===== src/rtl/gpio_irq_pkg.sv =====
package gpio_irq_pkg;
  // Trigger codes, 3 bits per pin; 5..7 are reserved.
  localparam logic [2:0] TRIG_RISE = 3'd0;
  localparam logic [2:0] TRIG_FALL = 3'd1;
  localparam logic [2:0] TRIG_BOTH = 3'd2;
  localparam logic [2:0] TRIG_HIGH = 3'd3;
  localparam logic [2:0] TRIG_LOW  = 3'd4;

  // Write operation codes.
  localparam logic [2:0] OP_EN_SET  = 3'd0;
  localparam logic [2:0] OP_EN_CLR  = 3'd1;
  localparam logic [2:0] OP_ST_CLR  = 3'd2;
  localparam logic [2:0] OP_TYPE    = 3'd3;
  localparam logic [2:0] OP_EN_PIN  = 3'd4;

  // Read selects.
  localparam logic [1:0] RD_ENABLE = 2'd0;
  localparam logic [1:0] RD_STATUS = 2'd1;
  localparam logic [1:0] RD_PINS   = 2'd2;
endpackage


===== src/rtl/gpio_irq_sync.sv =====
module gpio_irq_sync #(
  parameter int W      = 32,
  parameter int STAGES = 2
) (
  input  logic         clk_i,
  input  logic         rst_ni,
  input  logic [W-1:0] d_i,
  output logic [W-1:0] q_o
);
  logic [STAGES-1:0][W-1:0] chain_q;
  logic [STAGES-1:0][W-1:0] chain_d;

  always_comb begin
    chain_d[0] = d_i;
    for (int s = 1; s < STAGES; s++) chain_d[s] = chain_q[s-1];
  end

  always_ff @(posedge clk_i or negedge rst_ni) begin
    if (!rst_ni) chain_q <= '0;
    else         chain_q <= chain_d;
  end

  assign q_o = chain_q[STAGES-1];
endmodule


===== src/rtl/gpio_irq_cfg.sv =====
module gpio_irq_cfg
  import gpio_irq_pkg::*;
#(
  parameter int PINS = 32,
  parameter int DW   = 32
) (
  input  logic                  clk_i,
  input  logic                  rst_ni,
  input  logic                  wr_en_i,
  input  logic [2:0]            wr_op_i,
  input  logic [DW-1:0]         wr_data_i,
  output logic [PINS-1:0]       en_o,
  output logic [PINS-1:0][2:0]  type_o,
  output logic [PINS-1:0]       clr_o
);
  localparam int IDX_W = $clog2(PINS);

  logic [PINS-1:0]      en_q, en_d;
  logic [PINS-1:0][2:0] type_q, type_d;
  logic [IDX_W-1:0]     idx;
  logic [2:0]           code;
  logic                 idx_ok;

  assign idx    = wr_data_i[IDX_W-1:0];
  assign code   = wr_data_i[IDX_W+2:IDX_W];
  assign idx_ok = ({1'b0, idx} < (IDX_W+1)'(PINS));

  always_comb begin
    en_d   = en_q;
    type_d = type_q;
    clr_o  = '0;
    if (wr_en_i) begin
      case (wr_op_i)
        OP_EN_SET: en_d  = en_q | wr_data_i[PINS-1:0];
        OP_EN_CLR: en_d  = en_q & ~wr_data_i[PINS-1:0];
        OP_ST_CLR: clr_o = wr_data_i[PINS-1:0];
        OP_TYPE:   if (idx_ok) type_d[idx] = code;
        OP_EN_PIN: if (idx_ok) en_d[idx] = 1'b1;
        default: ;
      endcase
    end
  end

  always_ff @(posedge clk_i or negedge rst_ni) begin
    if (!rst_ni) begin
      en_q   <= '0;
      type_q <= '0;
    end else if (wr_en_i) begin
      en_q   <= en_d;
      type_q <= type_d;
    end
  end

  assign en_o   = en_q;
  assign type_o = type_q;

  // a disable write leaves no targeted pin enabled.
  assert_disable_R11: assert property (@(posedge clk_i) disable iff (!rst_ni)
    (wr_en_i && wr_op_i == OP_EN_CLR) |=> ((en_q & $past(wr_data_i[PINS-1:0])) == '0));
endmodule


===== src/rtl/gpio_irq_detect.sv =====
module gpio_irq_detect
  import gpio_irq_pkg::*;
#(
  parameter int PINS = 32
) (
  input  logic                  clk_i,
  input  logic                  rst_ni,
  input  logic [PINS-1:0]       cur_i,
  input  logic [PINS-1:0][2:0]  type_i,
  input  logic [PINS-1:0]       clr_i,
  output logic [PINS-1:0]       status_o
);
  logic [PINS-1:0] prev_q;
  logic [PINS-1:0] hit;
  logic [PINS-1:0] status_q, status_d;

  for (genvar i = 0; i < PINS; i++) begin : g_pin
    always_comb begin
      case (type_i[i])
        TRIG_RISE: hit[i] =  cur_i[i] & ~prev_q[i];
        TRIG_FALL: hit[i] = ~cur_i[i] &  prev_q[i];
        TRIG_BOTH: hit[i] =  cur_i[i] ^  prev_q[i];
        TRIG_HIGH: hit[i] =  cur_i[i] & ~clr_i[i];
        TRIG_LOW:  hit[i] = ~cur_i[i] & ~clr_i[i];
        default:   hit[i] = 1'b0;
      endcase
    end

    assert_rise_R3: assert property (@(posedge clk_i) disable iff (!rst_ni)
      (type_i[i] == TRIG_RISE && cur_i[i] && !prev_q[i]) |=> status_q[i]);
    assert_fall_R4: assert property (@(posedge clk_i) disable iff (!rst_ni)
      (type_i[i] == TRIG_FALL && !cur_i[i] && prev_q[i]) |=> status_q[i]);
    assert_level_dip_R6: assert property (@(posedge clk_i) disable iff (!rst_ni)
      (clr_i[i] && type_i[i] == TRIG_HIGH) |=> !status_q[i]);
    assert_reserved_R8: assert property (@(posedge clk_i) disable iff (!rst_ni)
      (type_i[i] >= 3'd5 && !status_q[i]) |=> !status_q[i]);
    assert_sticky_R9: assert property (@(posedge clk_i) disable iff (!rst_ni)
      (status_q[i] && !clr_i[i]) |=> status_q[i]);
    assert_race_R10: assert property (@(posedge clk_i) disable iff (!rst_ni)
      (clr_i[i] && type_i[i] == TRIG_BOTH && (cur_i[i] != prev_q[i])) |=> status_q[i]);
  end

  always_comb status_d = (status_q & ~clr_i) | hit;

  always_ff @(posedge clk_i or negedge rst_ni) begin
    if (!rst_ni) begin
      prev_q   <= '0;
      status_q <= '0;
    end else begin
      prev_q   <= cur_i;
      status_q <= status_d;
    end
  end

  assign status_o = status_q;
endmodule


===== src/rtl/gpio_irq_bank.sv =====
module gpio_irq_bank
  import gpio_irq_pkg::*;
#(
  parameter  int PINS  = 32,
  localparam int IDX_W = $clog2(PINS),
  localparam int DW    = (PINS > IDX_W + 3) ? PINS : IDX_W + 3
) (
  input  logic            clk_i,
  input  logic            rst_ni,
  input  logic [PINS-1:0] pins_i,
  input  logic            wr_en_i,
  input  logic [2:0]      wr_op_i,
  input  logic [DW-1:0]   wr_data_i,
  input  logic [1:0]      rd_sel_i,
  output logic [PINS-1:0] rd_data_o,
  output logic            irq_o
);
  logic [1:0]           rst_pipe_q;
  logic                 rst_n;
  logic [PINS-1:0]      pins_sync;
  logic [PINS-1:0]      en;
  logic [PINS-1:0][2:0] trig;
  logic [PINS-1:0]      clr;
  logic [PINS-1:0]      status;
  logic                 irq_d, irq_q;

  // Reset asserts at once and releases after two clocks.
  always_ff @(posedge clk_i or negedge rst_ni) begin
    if (!rst_ni) rst_pipe_q <= '0;
    else         rst_pipe_q <= {rst_pipe_q[0], 1'b1};
  end
  assign rst_n = rst_pipe_q[1];

  gpio_irq_sync #(.W(PINS), .STAGES(2)) u_sync (
    .clk_i (clk_i),
    .rst_ni(rst_n),
    .d_i   (pins_i),
    .q_o   (pins_sync)
  );

  gpio_irq_cfg #(.PINS(PINS), .DW(DW)) u_cfg (
    .clk_i    (clk_i),
    .rst_ni   (rst_n),
    .wr_en_i  (wr_en_i),
    .wr_op_i  (wr_op_i),
    .wr_data_i(wr_data_i),
    .en_o     (en),
    .type_o   (trig),
    .clr_o    (clr)
  );

  gpio_irq_detect #(.PINS(PINS)) u_detect (
    .clk_i   (clk_i),
    .rst_ni  (rst_n),
    .cur_i   (pins_sync),
    .type_i  (trig),
    .clr_i   (clr),
    .status_o(status)
  );

  always_comb irq_d = |(status & en);

  always_ff @(posedge clk_i or negedge rst_n) begin
    if (!rst_n) irq_q <= 1'b0;
    else        irq_q <= irq_d;
  end
  assign irq_o = irq_q;

  always_comb begin
    case (rd_sel_i)
      RD_ENABLE: rd_data_o = en;
      RD_STATUS: rd_data_o = status;
      RD_PINS:   rd_data_o = pins_sync;
      default:   rd_data_o = '0;
    endcase
  end

  assert_mask_R11: assert property (@(posedge clk_i) disable iff (!rst_n)
    ((status & en) == '0) |=> !irq_o);
  assert_irq_reg_R12: assert property (@(posedge clk_i) disable iff (!rst_n)
    ((status & en) != '0) |=> irq_o);
endmodule


===== config.mk =====
export PLATFORM = sky130hd
export DESIGN_NAME = gpio_irq_bank
export DESIGN_NICKNAME = d
export VERILOG_FILES = /design/src/rtl/gpio_irq_pkg.sv /design/src/rtl/gpio_irq_sync.sv /design/src/rtl/gpio_irq_cfg.sv /design/src/rtl/gpio_irq_detect.sv /design/src/rtl/gpio_irq_bank.sv
export SDC_FILE = /design/constraint.sdc
export NUM_CORES = 1
export LEC_CHECK = 0
export BUFFER_PORTS_ARGS = -buffer_cell sky130_fd_sc_hd__clkbuf_2
export CAP_MARGIN = 20
export CORE_AREA = 2 2 162 164
export CTS_CLUSTER_DIAMETER = 120
export DETAILED_ROUTE_END_ITERATION = 10
export DIE_AREA = 0 0 164 166
export GPL_ROUTABILITY_DRIVEN = 0
export PLACE_DENSITY = 0.67
export SYNTH_ARGS = -nofsm -noshare
export SYNTH_HDL_FRONTEND = slang
export SYNTH_SLANG_ARGS = --single-unit

===== constraint.sdc =====
create_clock -name clk_i -period 7.7 [get_ports clk_i]
set_input_delay 1.155 -clock clk_i [delete_from_list [all_inputs] [get_ports clk_i]]
set_output_delay 1.155 -clock clk_i [all_outputs]
set_load 0.1 [all_outputs]

---- Yosys cells after proc, flatten, opt, wreduce, memory -nomap -nowiden ----
Index checks and enable logic that the tools add are counted.
W data, S select, Z words.
storage, ports and cells
  input bits .............................. 72
  logic and storage cells ................. 519
  output and inout bits ................... 33
  register bits after elaboration ......... 259
cells by class
  reductions and logical operators ........ 39
  $lt $le $gt $ge ......................... 2
  equality and inequality tests ........... 134
  bitwise operators ....................... 264
  multiplexer cells ....................... 41
operator list
  kind                  number
  $eq A3 B2 Y1 const B  66
  $pmux W32 S3          2
  $pmux W1 S5           32
  $and A1 B1 Y1         128
  $eq A3 B1 Y1 const B  33
  $eq A3 B3 Y1 const B  33
  $logic_not A3 Y1      33
  $and A32 B32 Y32      3
  $bwmux W96            1
  $not A1 Y1            96
  $or A32 B32 Y32       3
  $mux W32              2
  $not A32 Y32          2
  $reduce_or A32 Y1     1
  $xor A1 B1 Y1         32
  $demux W3 S5          1
  $lt A5 B6 Y1 const B  1
  $demux W1 S5          1
  $ge A5 B1 Y1 const B  1
  $reduce_and A2 Y1     2
  $mux W3               1
  $reduce_bool A3 Y1    1
  $eq A2 B1 Y1 const B  1
  $eq A2 B2 Y1 const B  1
  3 further kinds       3

---- Depth between registers and ports, before layout ----
  depth after elaboration ................. 7
  mapped depth ............................ 6
  mapped depth without buffers ............ 4

---- Modules after synthesis ----
Synthesis repeated with hierarchy kept, for this count alone.
second synthesis, totals
  cells, all modules ...................... 971
  area, all modules ....................... 11,785.1 µm²
by module, submodules not included
  module           cells each  area each (µm²)  times used  sequential area each (µm²)
  gpio_irq_cfg     454         5,691.7          1           3,203.1
  gpio_irq_detect  320         3,598.5          1           1,601.5
  gpio_irq_sync    64          1,601.5          1           1,601.5
  gpio_irq_bank    133         893.4            1           75.1

---- Worst setup path after synthesis ----
OpenSTA, ideal clock, no wires.
  kind .................................... input-to-output
  start point ............................. input port rd_sel_i[1]
  end point ............................... output port rd_data_o[0]
  path slack .............................. 2,686 ps
  data required time ...................... 6,545 ps
  data arrival time ....................... 3,859 ps
  buffers on the path ..................... 2
  cell stages on the path ................. 4
  cells stage by stage .................... clkbuf_1 > buf_2 > mux2i_1 > o21ai_0
between the ends
  longest elaborated chain between the ends .. 2
  elaborated cells between the ends (all ways) .. 4
  classes of those cells .................. 2 x eq/ne; 1 x mux; 1 x reduce/logical
RTL lines
  what                                  RTL line             RTL
  start: declaration                    gpio_irq_bank.sv:14  input logic [1:0] rd_sel_i,
  $eq A2 B2 Y1 (tied with other cells)  gpio_irq_bank.sv:70  case (rd_sel_i)
  $pmux W32 S3 *                        gpio_irq_bank.sv:70
  end: declaration                      gpio_irq_bank.sv:15  output logic [PINS-1:0] rd_data_o,
Every way passes the cells marked *; elsewhere a longest branch is shown, timed or not.

---- Final worst setup path ----
  start point ............................. input port rd_sel_i[0]
  end point ............................... output port rd_data_o[14]
Same word-level chain as after synthesis.

==> implementation parameters <==
Parameter                              Value

Synth
  Mean post-synth cell area    11.5 um2
  Count of unique library cells instantiated by Yosys    47
  Yosys warning total    0
  Cell area after synthesis    about 0.012 mm2
  Count of flip-flops with a built-in enable after synthesis    0
  Nets in the synthesized netlist    ~1100
  Flip-flop and latch count after synthesis    roughly 260
  Sequential element share of the synthesized area    0.549
  Ys flop type    sky130_fd_sc_hd__dfrtp_1
  Async set or reset register ratio after synthesis    1.00
  Number of standard cells after synthesis    1023

GRT
  First-pass GRT wire length    between 40000 and 50000 um
  Leftover overflow at the end of global routing    0
  Number of antenna violations at the first check in global routing    1
  Largest net degree at the start of global routing    148
  Number of global-route vias before repair    roughly 8600
  Gr usage total    0.228

Timing
  Share of the clock period used by the worst path    0.601
  Slew at the pin closest to its max-slew limit    roughly 1100 ps
  Remaining max-slew budget at the tightest pin    0.240
  Fin Hold WS    ~340 ps
  Unrepaired setup endpoints after global routing    no
  Max Fclk    between 200 and 250 MHz
  Worst-case setup margin in the final layout    ~3000 ps
  Worst clock skew on the final layout    approximately 12 ps
  Number of failing setup endpoints in the final timing report    0
  Fin. max-slew vios    0
  Min cycle time layout    about 4600 ps
  Accumulated negative setup slack    0 ps
  Number of failing hold endpoints at the final stage    0

Job
  Max capacitance violation total    0

Critical path
  CP Data Arrival Time    about 3500 ps
  Category of the worst setup path launch point    primary input
  Critical path type    in -> out
  Maximum fanout along the worst path    33
  Req. time, crit path    between 6000 and 7000 ps
  Kind of capture point of the worst setup path    output pin

CTS
  # Post-CTS Setup Buffers    0
  Number of buffers on the longest clock path    3
  Number of cells upsized or downsized after cts    0
  Number of clock buffers inserted by TritonCTS    28
  Cell chosen for the clock root    sky130_fd_sc_hd__clkbuf_16
  Number of H-tree levels    1
  Clock latency on the worst-skew pair    550 ps
  Total number of clock tree sinks    between 200 and 300
  Clk slew on worst S/H paths    60 ps
  Number of hold buffers added after cts    0
  CTS tree    done

Detailed routing
  Violation count after the first detailed-routing iteration    between 800 and 900
  Number of vias after detailed routing    just under 9000
  Remaining DRCs    0
  Average via count per standard cell    about 5.9
  Wire length after detailed routing    between 30000 and 40000 um
  Routed Antenna Nets    0
  First-pass iteration count of the detailed router    5
  Routed length per instance    ~21 um

Placed design
  Worst slack at placement    between 3000 and 4000 ps
  Half-perimeter wire length of the detailed placement result    about 20000 um
  Input/output buffers    around 100

Pwr
  Maximum ir drop on the vdd rail    approximately 180 uV
  Leakage power    6.10 nW
  Power density over the cells    256 mW/mm2
  Total power    3.50 mW

Floorplan
  Area of the placeable core    0.0256 mm2
  Top Ports    between 100 and 150
  Die boundary width    ~160 um
  Total Die Area    around 0.027 mm2
  Number of rows in the core area    59
  Starting density of the core    0.461
  Height of the die    roughly 170 um

Cells and area
  Leading cell types in the layout, fill and taps excluded    sky130_fd_sc_hd__dfrtp_1, sky130_fd_sc_hd__nand2_1, sky130_fd_sc_hd__o21ai_0
  Number of filler instances in the final layout    about 2200
  Post-synthesis to final-layout area growth    15.8%
  Antenna Diode Count    0
  Fraction of final layout cells with drive strength greater than 1    0.284
  Utilization after layout    0.534
  Leading cell type in the layout, fill and taps excluded    sky130_fd_sc_hd__dfrtp_1
  Final nets    1191

Status
  Run status    finished clean

Hold path
  Hold/Removal Path Class    reg -> async
## cell families (layout without fill, tap and decap cells)
kind of cell / after synthesis / count (layout) / share of synthesized area
AO/OA/AOI/OAI: 209 / 209 / 0.109
XOR/XNOR: 32 / 32 / 0.0237
buffers and inverters: 48 / 166 / 0.0178
flip-flops: 259 / 259 / 0.549
multiplexers: 128 / 128 / 0.119
other: 1 / 1 / 0.000318
AND/OR/NAND/NOR: 346 / 346 / 0.181
## cell usage after synthesis, types with 4 or more instances
library cell	number	area share
sky130_fd_sc_hd__dfrtp_1	259	0.55
sky130_fd_sc_hd__nand2_1	113	0.036
sky130_fd_sc_hd__o21ai_0	107	0.045
sky130_fd_sc_hd__mux2_2	96	0.092
sky130_fd_sc_hd__nor2_1	60	0.019
sky130_fd_sc_hd__nand4b_1	40	0.030
sky130_fd_sc_hd__or4b_2	40	0.034
sky130_fd_sc_hd__a21oi_1	34	0.014
sky130_fd_sc_hd__mux2i_1	32	0.027
sky130_fd_sc_hd__xor2_1	31	0.023
sky130_fd_sc_hd__a32o_1	30	0.025
sky130_fd_sc_hd__clkbuf_1	30	0.0095
sky130_fd_sc_hd__nand3_1	21	0.0089
sky130_fd_sc_hd__a22oi_1	17	0.011
sky130_fd_sc_hd__nor4b_1	13	0.0096
sky130_fd_sc_hd__buf_2	11	0.0047
sky130_fd_sc_hd__nand2b_1	11	0.0058
sky130_fd_sc_hd__nor2_4	10	0.0095
sky130_fd_sc_hd__o311ai_0	10	0.0074
sky130_fd_sc_hd__a31oi_1	9	0.0048
sky130_fd_sc_hd__nor2b_4	6	0.0070
sky130_fd_sc_hd__nor3_1	5	0.0021
sky130_fd_sc_hd__nand4_1	4	0.0021
## registers in the layout, indices dropped and copies added, names as in the netlist
name,count
u_sync.q_o,32
u_detect.status_o,32
u_detect.prev_q,32
u_sync.chain_d,32
u_cfg.en_o,32
irq_o,1
u_cfg.type_o,96
rst_pipe_q,2
## cell type report
type,instances,area [um2],share of cell area
clock buffer,40,857,0.0627
clock inverter,12,168,0.0123
inverter,2,7.51,0.000549
multi-input combinational,716,5140,0.376
sequential,259,6480,0.474
tap,335,419,0.0307
timing repair buffer,112,601,0.0439
## critical path, cell delays in order
cell and delay [ps]:
sky130_fd_sc_hd__clkbuf_2 630, sky130_fd_sc_hd__nor2b_2 550, sky130_fd_sc_hd__buf_4 440, sky130_fd_sc_hd__nand2_1 100
sky130_fd_sc_hd__o21ai_0 90, sky130_fd_sc_hd__clkbuf_2 490
## report_power, final
| group | switching, mW | internal [mW] |
|---|---|---|
| registers | 0.105 | 1.46 |
| clock network | 0.560 | 0.905 |
| logic | 0.335 | 0.135 |
| total | 1.00 | 2.50 |
## through the flow
step	instance area [um2]	cells
after detailed placement	12600	1423
final	13700	1476
after global routing	13700	1476
after global placement	12600	1423
after floorplan	11800	1023
after CTS	13700	1475
## path summary, 6_finish.rpt
check | endpoint | from | cells after the start | slack [ps]
min in group clk_i | u_sync.q_o[25] | u_sync.chain_d[57] | 0 | 350
worst min-delay path | u_sync.chain_d[56] | rst_pipe_q[1] | 0 | 340
worst max-delay path | rd_data_o[14] | rd_sel_i[0] | 6 | 3070
worst min register to register | u_sync.chain_d[56] | rst_pipe_q[1] | 0 | 340
worst max register to register | u_sync.chain_d[51] | rst_pipe_q[1] | 1 | 6050
max in group asynchronous | u_sync.chain_d[51] | rst_pipe_q[1] | 1 | 6050
## metal layers
layer  up-vias  GRT usage  wire length [um]
met2       285      0.355             14300
met4         0     0.0686               760
met3        58     0.0355              1860
met1      4441      0.329             14000
li1       3970          -                 -
met5         -          0                 0
Note: power is estimated with default switching activity, not from simulation.
